`src/rtl/ser7_pkg.sv`:
```
// Shared constants and the pixel field convention for the 7:1 serializer.
package ser7_pkg;
    localparam int SLOT_COUNT  = 7;
    localparam int DATA_LANES  = 3;
    localparam int WORD_BITS   = SLOT_COUNT * DATA_LANES;
    // Forwarded clock pattern, bit 0 sent first: 1,1,0,0,0,1,1
    localparam logic [SLOT_COUNT-1:0] CLK_LANE_PATTERN = 7'b1100011;

    // One packing convention for the 21-bit word (bit 0 = red[0]).
    typedef struct packed {
        logic       data_ready;
        logic       frame_sync;
        logic       line_sync;
        logic [5:0] blue;
        logic [5:0] green;
        logic [5:0] red;
    } pixel_word_t;
endpackage

```
`src/rtl/ser7_capture.sv`:
```
// Samples the pixel clock on the serial clock and latches the parallel
// word on the selected pixel-clock transition.
// Assumes pix_clk is derived from ser_clk and changes away from its
// rising edge, so a single sampling flop suffices.
module ser7_capture #(
    parameter int WIDTH = 21
) (
    input  logic             clk,
    input  logic             rst_n,
    input  logic             pwr_dn,
    input  logic             pix_clk,
    input  logic             cap_rise,
    input  logic [WIDTH-1:0] din,
    output logic [WIDTH-1:0] hold
);
    logic pix_q;
    logic rise_evt;
    logic fall_evt;
    logic take;

    // Previous sampled level of the pixel clock.
    always_ff @(posedge clk) begin
        if (!rst_n) pix_q <= 1'b0;
        else        pix_q <= pix_clk;
    end

    // Transition detect and strobe selection.
    always_comb begin
        rise_evt = pix_clk & ~pix_q;
        fall_evt = ~pix_clk & pix_q;
        take     = cap_rise ? rise_evt : fall_evt;
    end

    // Holding register for the most recently captured word.
    always_ff @(posedge clk) begin
        if (!rst_n || pwr_dn) hold <= '0;
        else if (take)        hold <= din;
    end

    AST_RISE_TAKES: assert property (@(posedge clk) disable iff (!rst_n)
        (cap_rise && !pwr_dn && pix_clk && !$past(pix_clk)) |=> (hold == $past(din)));
    AST_FALL_TAKES: assert property (@(posedge clk) disable iff (!rst_n)
        (!cap_rise && !pwr_dn && !pix_clk && $past(pix_clk)) |=> (hold == $past(din)));
    AST_HOLD_STILL: assert property (@(posedge clk) disable iff (!rst_n)
        (!pwr_dn && $stable(pix_clk)) |=> $stable(hold));
endmodule

```
`src/rtl/ser7_frame_ctr.sv`:
```
// Slot counter that defines the seven-bit frame and pulses the word load
// on the last slot so the next frame starts with a fresh word.
module ser7_frame_ctr #(
    parameter int SLOTS = 7
) (
    input  logic                       clk,
    input  logic                       rst_n,
    input  logic                       pwr_dn,
    output logic [$clog2(SLOTS)-1:0]   slot,
    output logic                       load
);
    localparam int CW = $clog2(SLOTS);
    localparam logic [CW-1:0] LAST = CW'(SLOTS - 1);

    // Free-running modulo-SLOTS counter, restarted by reset or power-down.
    always_ff @(posedge clk) begin
        if (!rst_n || pwr_dn) slot <= '0;
        else if (slot == LAST) slot <= '0;
        else                   slot <= slot + 1'b1;
    end

    // Load strobe on the final slot of a frame.
    always_comb load = (slot == LAST);

    AST_SLOT_WRAP: assert property (@(posedge clk) disable iff (!rst_n)
        (load && !pwr_dn) |=> (slot == '0));
    AST_SLOT_RANGE: assert property (@(posedge clk) disable iff (!rst_n)
        (slot <= LAST));
endmodule

```
`src/rtl/ser7_lane.sv`:
```
// One serial lane: parallel load at frame start, then LSB-first shift.
// The output is the low bit of the shift register, so it is registered.
module ser7_lane #(
    parameter int WIDTH = 7
) (
    input  logic             clk,
    input  logic             rst_n,
    input  logic             pwr_dn,
    input  logic             load,
    input  logic [WIDTH-1:0] word,
    output logic             ser_o
);
    logic [WIDTH-1:0] sr;

    // Load, shift, or clear the lane shift register.
    always_ff @(posedge clk) begin
        if (!rst_n || pwr_dn) sr <= '0;
        else if (load)        sr <= word;
        else                  sr <= {1'b0, sr[WIDTH-1:1]};
    end

    // Serial output taken from the low end.
    always_comb ser_o = sr[0];

    AST_LANE_HEAD: assert property (@(posedge clk) disable iff (!rst_n)
        (load && !pwr_dn) |=> (ser_o == $past(word[0])));
    AST_LANE_QUIET: assert property (@(posedge clk) disable iff (!rst_n)
        pwr_dn |=> !ser_o);
endmodule

```
`src/rtl/disp_link_ser7.sv`:
```
// Display-link 7:1 serializer top. Captures the pixel word on the chosen
// pixel-clock edge, then emits it over DATA_LANES lanes plus a framed
// forwarded-clock lane. Everything runs on ser_clk (7x pixel clock).
module disp_link_ser7
    import ser7_pkg::*;
#(
    parameter int LANE_BITS = SLOT_COUNT,
    parameter int N_LANES   = DATA_LANES,
    parameter logic [LANE_BITS-1:0] CLK_PATTERN = CLK_LANE_PATTERN
) (
    input  logic                           ser_clk,
    input  logic                           rst_n,
    input  logic                           pix_clk,
    input  logic                           cap_rise,
    input  logic                           pwr_dn,
    input  logic [LANE_BITS*N_LANES-1:0]   pix_data,
    output logic [N_LANES-1:0]             data_lane_o,
    output logic                           clk_lane_o
);
    localparam int W  = LANE_BITS * N_LANES;
    localparam int CW = $clog2(LANE_BITS);

    logic [W-1:0]  held;
    logic [CW-1:0] slot;
    logic          load;

    ser7_capture #(.WIDTH(W)) u_cap (
        .clk(ser_clk), .rst_n(rst_n), .pwr_dn(pwr_dn),
        .pix_clk(pix_clk), .cap_rise(cap_rise), .din(pix_data), .hold(held)
    );

    ser7_frame_ctr #(.SLOTS(LANE_BITS)) u_frm (
        .clk(ser_clk), .rst_n(rst_n), .pwr_dn(pwr_dn), .slot(slot), .load(load)
    );

    // One shifter per data lane, each fed its seven-bit slice.
    for (genvar g = 0; g < N_LANES; g++) begin : g_lane
        ser7_lane #(.WIDTH(LANE_BITS)) u_lane (
            .clk(ser_clk), .rst_n(rst_n), .pwr_dn(pwr_dn), .load(load),
            .word(held[g*LANE_BITS +: LANE_BITS]), .ser_o(data_lane_o[g])
        );
    end

    // Clock lane: the same shifter reloaded with the constant pattern.
    ser7_lane #(.WIDTH(LANE_BITS)) u_clk_lane (
        .clk(ser_clk), .rst_n(rst_n), .pwr_dn(pwr_dn), .load(load),
        .word(CLK_PATTERN), .ser_o(clk_lane_o)
    );

    AST_RESET_QUIET: assert property (@(posedge ser_clk)
        !rst_n |=> (data_lane_o == '0 && !clk_lane_o));
    AST_PDN_QUIET: assert property (@(posedge ser_clk) disable iff (!rst_n)
        pwr_dn |=> (data_lane_o == '0 && !clk_lane_o));
    AST_CLK_HEAD: assert property (@(posedge ser_clk) disable iff (!rst_n)
        (load && !pwr_dn) |=> (clk_lane_o && slot == '0));
endmodule

```
`config.mk`:
```
export PLATFORM = sky130hd
export DESIGN_NAME = disp_link_ser7
export DESIGN_NICKNAME = d
export VERILOG_FILES = /design/src/rtl/ser7_pkg.sv /design/src/rtl/ser7_capture.sv /design/src/rtl/ser7_frame_ctr.sv /design/src/rtl/ser7_lane.sv /design/src/rtl/disp_link_ser7.sv
export SDC_FILE = /design/constraint.sdc
export NUM_CORES = 1
export LEC_CHECK = 0
export BUFFER_PORTS_ARGS = -buffer_cell sky130_fd_sc_hd__buf_2
export CELL_PAD_IN_SITES_DETAIL_PLACEMENT = 0
export CELL_PAD_IN_SITES_GLOBAL_PLACEMENT = 1
export CORE_UTILIZATION = 46
export DETAILED_ROUTE_END_ITERATION = 8
export PLACE_DENSITY_LB_ADDON = 0.1
export SLEW_MARGIN = 20
export SYNTH_ARGS = -nofsm -noshare
export SYNTH_HDL_FRONTEND = slang
export SYNTH_SLANG_ARGS = --single-unit
```
`constraint.sdc`:
```
create_clock -name ser_clk -period 3.1 [get_ports ser_clk]
set_input_delay 0.155 -clock ser_clk [delete_from_list [all_inputs] [get_ports ser_clk]]
set_output_delay 0.155 -clock ser_clk [all_outputs]
set_load 0.03 [all_outputs]
```
# Yosys cells after proc, flatten, opt, wreduce, memory -nomap -nowiden
# Cells that the tools add are included.
word_totals:
  register_bits: 53
  in_bits: 26
  output_inout_bits: 4
  wordCells: 27
classes:
  addsub: 1
  n_eq_ne: 1
  muxes: 5
  n_bitwise: 5
  reduce_logical: 4
op_table:
  columns: ["op", "n"]
  rows:
  - ["$mux W6", 3]
  - ["$mux W7", 1]
  - ["$reduce_or A2 Y1", 2]
  - ["$add A3 B1 Y3 const B", 1]
  - ["$eq A3 B3 Y1 const B", 1]
  - ["$not A1 Y1", 3]
  - ["$and A1 B1 Y1", 2]
  - ["$logic_not A1 Y1", 1]
  - ["$logic_or A1 B1 Y1", 1]
  - ["$mux W1", 1]

# Logic depth before layout (Yosys ltp)
logic_depth:
  ltp_word: 3
  depth_mapped: 6
  ltp_nobuf: 5

# Modules after synthesis
# From an unflattened synthesis, not the netlist that was laid out.
unflattened:
  cells_unflattened: 208
  hier_area_um2: 2245.9
by_module_without_submodules:
  columns: ["module", "n_inst", "cells_per_inst", "area_each_um2", "seq_area_each_um2"]
  rows:
  - ["ser7_capture", 1, 101, 1108.6, 440.4]
  - ["ser7_lane", 4, 23, 247.7, 140.1]
  - ["ser7_frame_ctr", 1, 13, 138.9, 60.1]
  - ["disp_link_ser7", 1, 2, 7.5, 0.0]

# Worst setup path after synthesis
# No wires, ideal clock.
synth_path:
  path_type: "flip-flop to flip-flop"
  start: "register u_frm.slot[0]"
  end: "register g_lane[0].u_lane.sr[0]"
  arrival_ns: 1.073
  t_required_ns: 2.983
  setup_slack_ns: 1.910
  path_stages_with_launch: 7
  path_buffers: 1
  path_cell_list: "dfxtp_1 > inv_1 > ha_1 > nand2_2 > nor2_4 > buf_6 > a22o_1"
synth_via:
  elab_chain_len: 2
synth_lines:
  columns: ["item", "line_no", "source"]
  rows:
  - ["start, declared", "ser7_frame_ctr.sv:9", "output logic [$clog2(SLOTS)-1:0] slot,"]
  - ["start signal, assigned", "ser7_frame_ctr.sv:19", "else slot <= slot + 1'b1;"]
  - ["$eq A3 B3 Y1", "ser7_frame_ctr.sv:23", "always_comb load = (slot == LAST);"]
  - ["$mux W6", "ser7_lane.sv:18", "else if (load) sr <= word;"]
  - ["end signal, assigned", "ser7_lane.sv:18", null]
  - ["end signal, assigned", "ser7_lane.sv:19", "else sr <= {1'b0, sr[WIDTH-1:1]};"]
  - ["end, declared", "ser7_lane.sv:13", "logic [WIDTH-1:0] sr;"]
# Every way passes these cells.
# A chain may end at the register's enable or synchronous reset.

# Worst setup path after layout
layout_path:
  start: "register u_cap.pix_q"
  end: "register u_cap.hold[19]"
layout_via:
  elab_chain_len: 3
  elab_cells_between_ends: 4
layout_lines:
  columns: ["item", "line_no", "source"]
  rows:
  - ["start, declared", "ser7_capture.sv:16", "logic pix_q;"]
  - ["start signal, assigned", "ser7_capture.sv:24", "else pix_q <= pix_clk;"]
  - ["$not A1 Y1", "ser7_capture.sv:29", "rise_evt = pix_clk & ~pix_q;"]
  - ["$and A1 B1 Y1", "ser7_capture.sv:29", null]
  - ["$mux W1 (*)", "ser7_capture.sv:31", "take = cap_rise ? rise_evt : fall_evt;"]
  - ["end signal, assigned", "ser7_capture.sv:37", "else if (take) hold <= din;"]
  - ["end, declared", "ser7_capture.sv:14", "output logic [WIDTH-1:0] hold"]
# Every way passes the cells marked *; elsewhere a longest branch is shown, timed or not.

==> impl_metrics.json <==
{
  "setup_tns_ns": 0,
  "multi_input_area_um2": 691,
  "drt_iter0_drc": 121,
  "criticalPathCategory": "reg2reg",
  "synthArstFlopShare_pct": 0,
  "layout.area.seq_mm2": 0.00106,
  "die_area_mm2": 0.00433,
  "syn_area_per_cell_um2": 10.6,
  "critPathMaxFanout": 21,
  "drc": 0,
  "ys_ff_latch": 53,
  "cts_resized": 0,
  "yosysTopAreaCellShare_pct": 56.7,
  "cts_max_level": 2,
  "skew_ns": 0.00480,
  "dr.pass1.iters": 4,
  "synth.top_cells.by_count": "53 x dfxtp_1, 21 x a21oi_1, 21 x nand3_1, 21 x o21ai_0, 18 x a22o_1",
  "fp.dieW_um": 65.8,
  "final_cell_area_mm2": 0.00206,
  "pwr-share-seq_pct": 59.6,
  "numCtsBuffers": 5,
  "initial_core_util_pct": 49.6,
  "fillCellCount": 347,
  "grt_overflow": 0,
  "cts_root_buf": "clkbuf_8",
  "p_per_area_mw_per_mm2": 564,
  "synth_area_mm2": 0.00187,
  "drv_slew": 0,
  "leakagePower_nw": 0.827,
  "avgViaCountPerCell": 5.41,
  "dp_hpwl_um": 2100,
  "ys.flop_type": "dfxtp_1",
  "avgRoutedWirePerCell_um": 14.3,
  "status": "completed",
  "antenna_found_initial": 0,
  "dp_slack_ns": 1.32,
  "hold_start": "pix_data[16]",
  "yosys.cell_types.count": 28,
  "vias": 1331,
  "hold_buffers": 0,
  "synth_area_leaders": "dfxtp_1 57%, a22o_1 8.4%, a21oi_1 5.6%",
  "dpl_cell_area_mm2": 0.00195,
  "p_comb_share_pct": 5.2,
  "max_freq_ghz": 0.657,
  "min_period_over_period_pct": 49.1,
  "r2r_start": "u_cap.pix_q",
  "clk_latency_ns": 0.29,
  "worst_slew_pin_slew_ns": 0.866,
  "antennaDiodeCount": 0,
  "grt_pass1_wl_um": 6080,
  "io-pin-count": 30,
  "ant_nets": 0,
  "seq_area_frac_synth_pct": 56.7,
  "setup_slack_ns": 1.58,
  "max-clock-path-buffers": 2,
  "place.gp.congestion": 0.684,
  "drive_gt1_share_pct": 22.7,
  "crit_path_end_kind": "flip-flop",
  "fp.dieH_um": 65.8,
  "wl_um": 3510,
  "cap_violations": 0,
  "area_growth_pct": 10.2,
  "numPortBuffers": 29,
  "core_mm2": 0.00377,
  "grt_max_degree": 26,
  "fin_nets": 225,
  "synth_top_area_cell": "dfxtp_1",
  "grt_usage_pct": 18.4,
  "finalSetupViolCount": 0,
  "syn_nets": 205,
  "power_mw": 1.16,
  "finalCriticalPeriod_ns": 1.52,
  "maxSlewHeadroom_pct": 42.1,
  "required_ns": 3.27,
  "postSynthCellCount": 177,
  "synth.most_common_cell": "dfxtp_1",
  "synth_edf_count": 0,
  "min_path_type": "in2reg",
  "cp-startpoint": "u_cap.pix_q",
  "max-vdd-ir-drop_uv": 301,
  "post_cts_buffers": 0,
  "num_rows": 22,
  "clkTransAtPathRegs_ns": 0.09,
  "grt_pass1_vias": 1358,
  "startpoint_type": "flip-flop",
  "p_clk_share_pct": 35.2,
  "yosys_warnings": 0,
  "crit_arrival_ns": 1.69,
  "tritoncts": "yes",
  "netSwitchingPower_mw": 0.249,
  "switching_share_pct": 21.4,
  "cts_sinks": 53,
  "rsz0062_at_grt": "false",
  "internal_power_mw": 0.914,
  "hold_violations": 0
}
-- power groups by stage --
stage | Sequential (mW) | Clock, mW | Combinational [mW]
floorplan | 0.708 | 0 | 0.0392
global placement | 0.709 | 0 | 0.0590
detailed placement | 0.709 | 0 | 0.0606
CTS | 0.693 | 0.420 | 0.0610
global route | 0.694 | 0.457 | 0.0677
finish | 0.693 | 0.410 | 0.0610
-- worst max-delay path: stages (launching register included) --
cell	delay, ns
dfxtp_1	0.34
nand3b_1	0.67
nand3_1	0.31
a21oi_1	0.08
-- final timing paths --
path,cells past startpoint,endpoint,slack [ns]
max reg2reg,3,u_cap.hold[19],1.58
min reg2reg,1,u_clk_lane.sr[5],0.43
min,3,u_cap.hold[16],0.12
max,3,u_cap.hold[19],1.58
-- cells by family after synthesis --
kind of cell | share of synthesized area (%)
compound gates | 21.7
buf+inv | 6.69
fa+ha+maj | 1.34
simple gates | 13.0
xor+xnor | 0.468
flops | 56.7
-- area by class of cell --
cell class              instances  area share [%]
clock inverters                 1           0.243
repair buffers                 29            7.04
inverters                       1           0.182
flip-flops and latches         53            51.5
clock buffers                   7            4.67
multi-input cells             107            33.5
well taps                      48            2.91
-- per-stage QoR --
stage	hold WS, ns	std cells	util, %
final	0.118	246	54.7
after global routing	0.114	246	54.7
after CTS	0.109	246	54.5
after detailed placement	0.415	238	51.8
after global placement	0.409	238	51.8
after floorplan	0.291	177	-
-- routing by layer --
metal  wire (um)  up-vias  track usage (%)
met4          19        0             5.71
met3         187        2             4.48
met2        1730       39             30.5
met5           0        -                0
met1        1570      621             23.4
li1            -      669                -
-- placed cells by master, fill, tap and decap left out --
cell      count
a21o_1        3
a21oi_1      21
a21oi_4       1
a22o_1       18
and2_1        3
and2_2        1
and3_1        3
and3b_2       1
buf_2        29
clkbuf_8      7
clkinv_2      1
dfxtp_1      53
ha_1          2
inv_1         1
nand2_1       1
nand2_2       1
nand2b_4      1
nand3_1      21
nand3b_1      1
nor2_1        3
nor2_4        1
nor2b_1       1
nor3b_4       1
o21ai_0      21
or3b_4        1
xnor2_1       1
-- flip-flops by register name (all words and copies together) (netlist names) --
signal and count:
g_lane.u_lane.sr 21, u_cap.pix_q 1, u_clk_lane.sr 7, u_cap.hold 21, u_frm.slot 3
(Power assumes the default switching activity.)
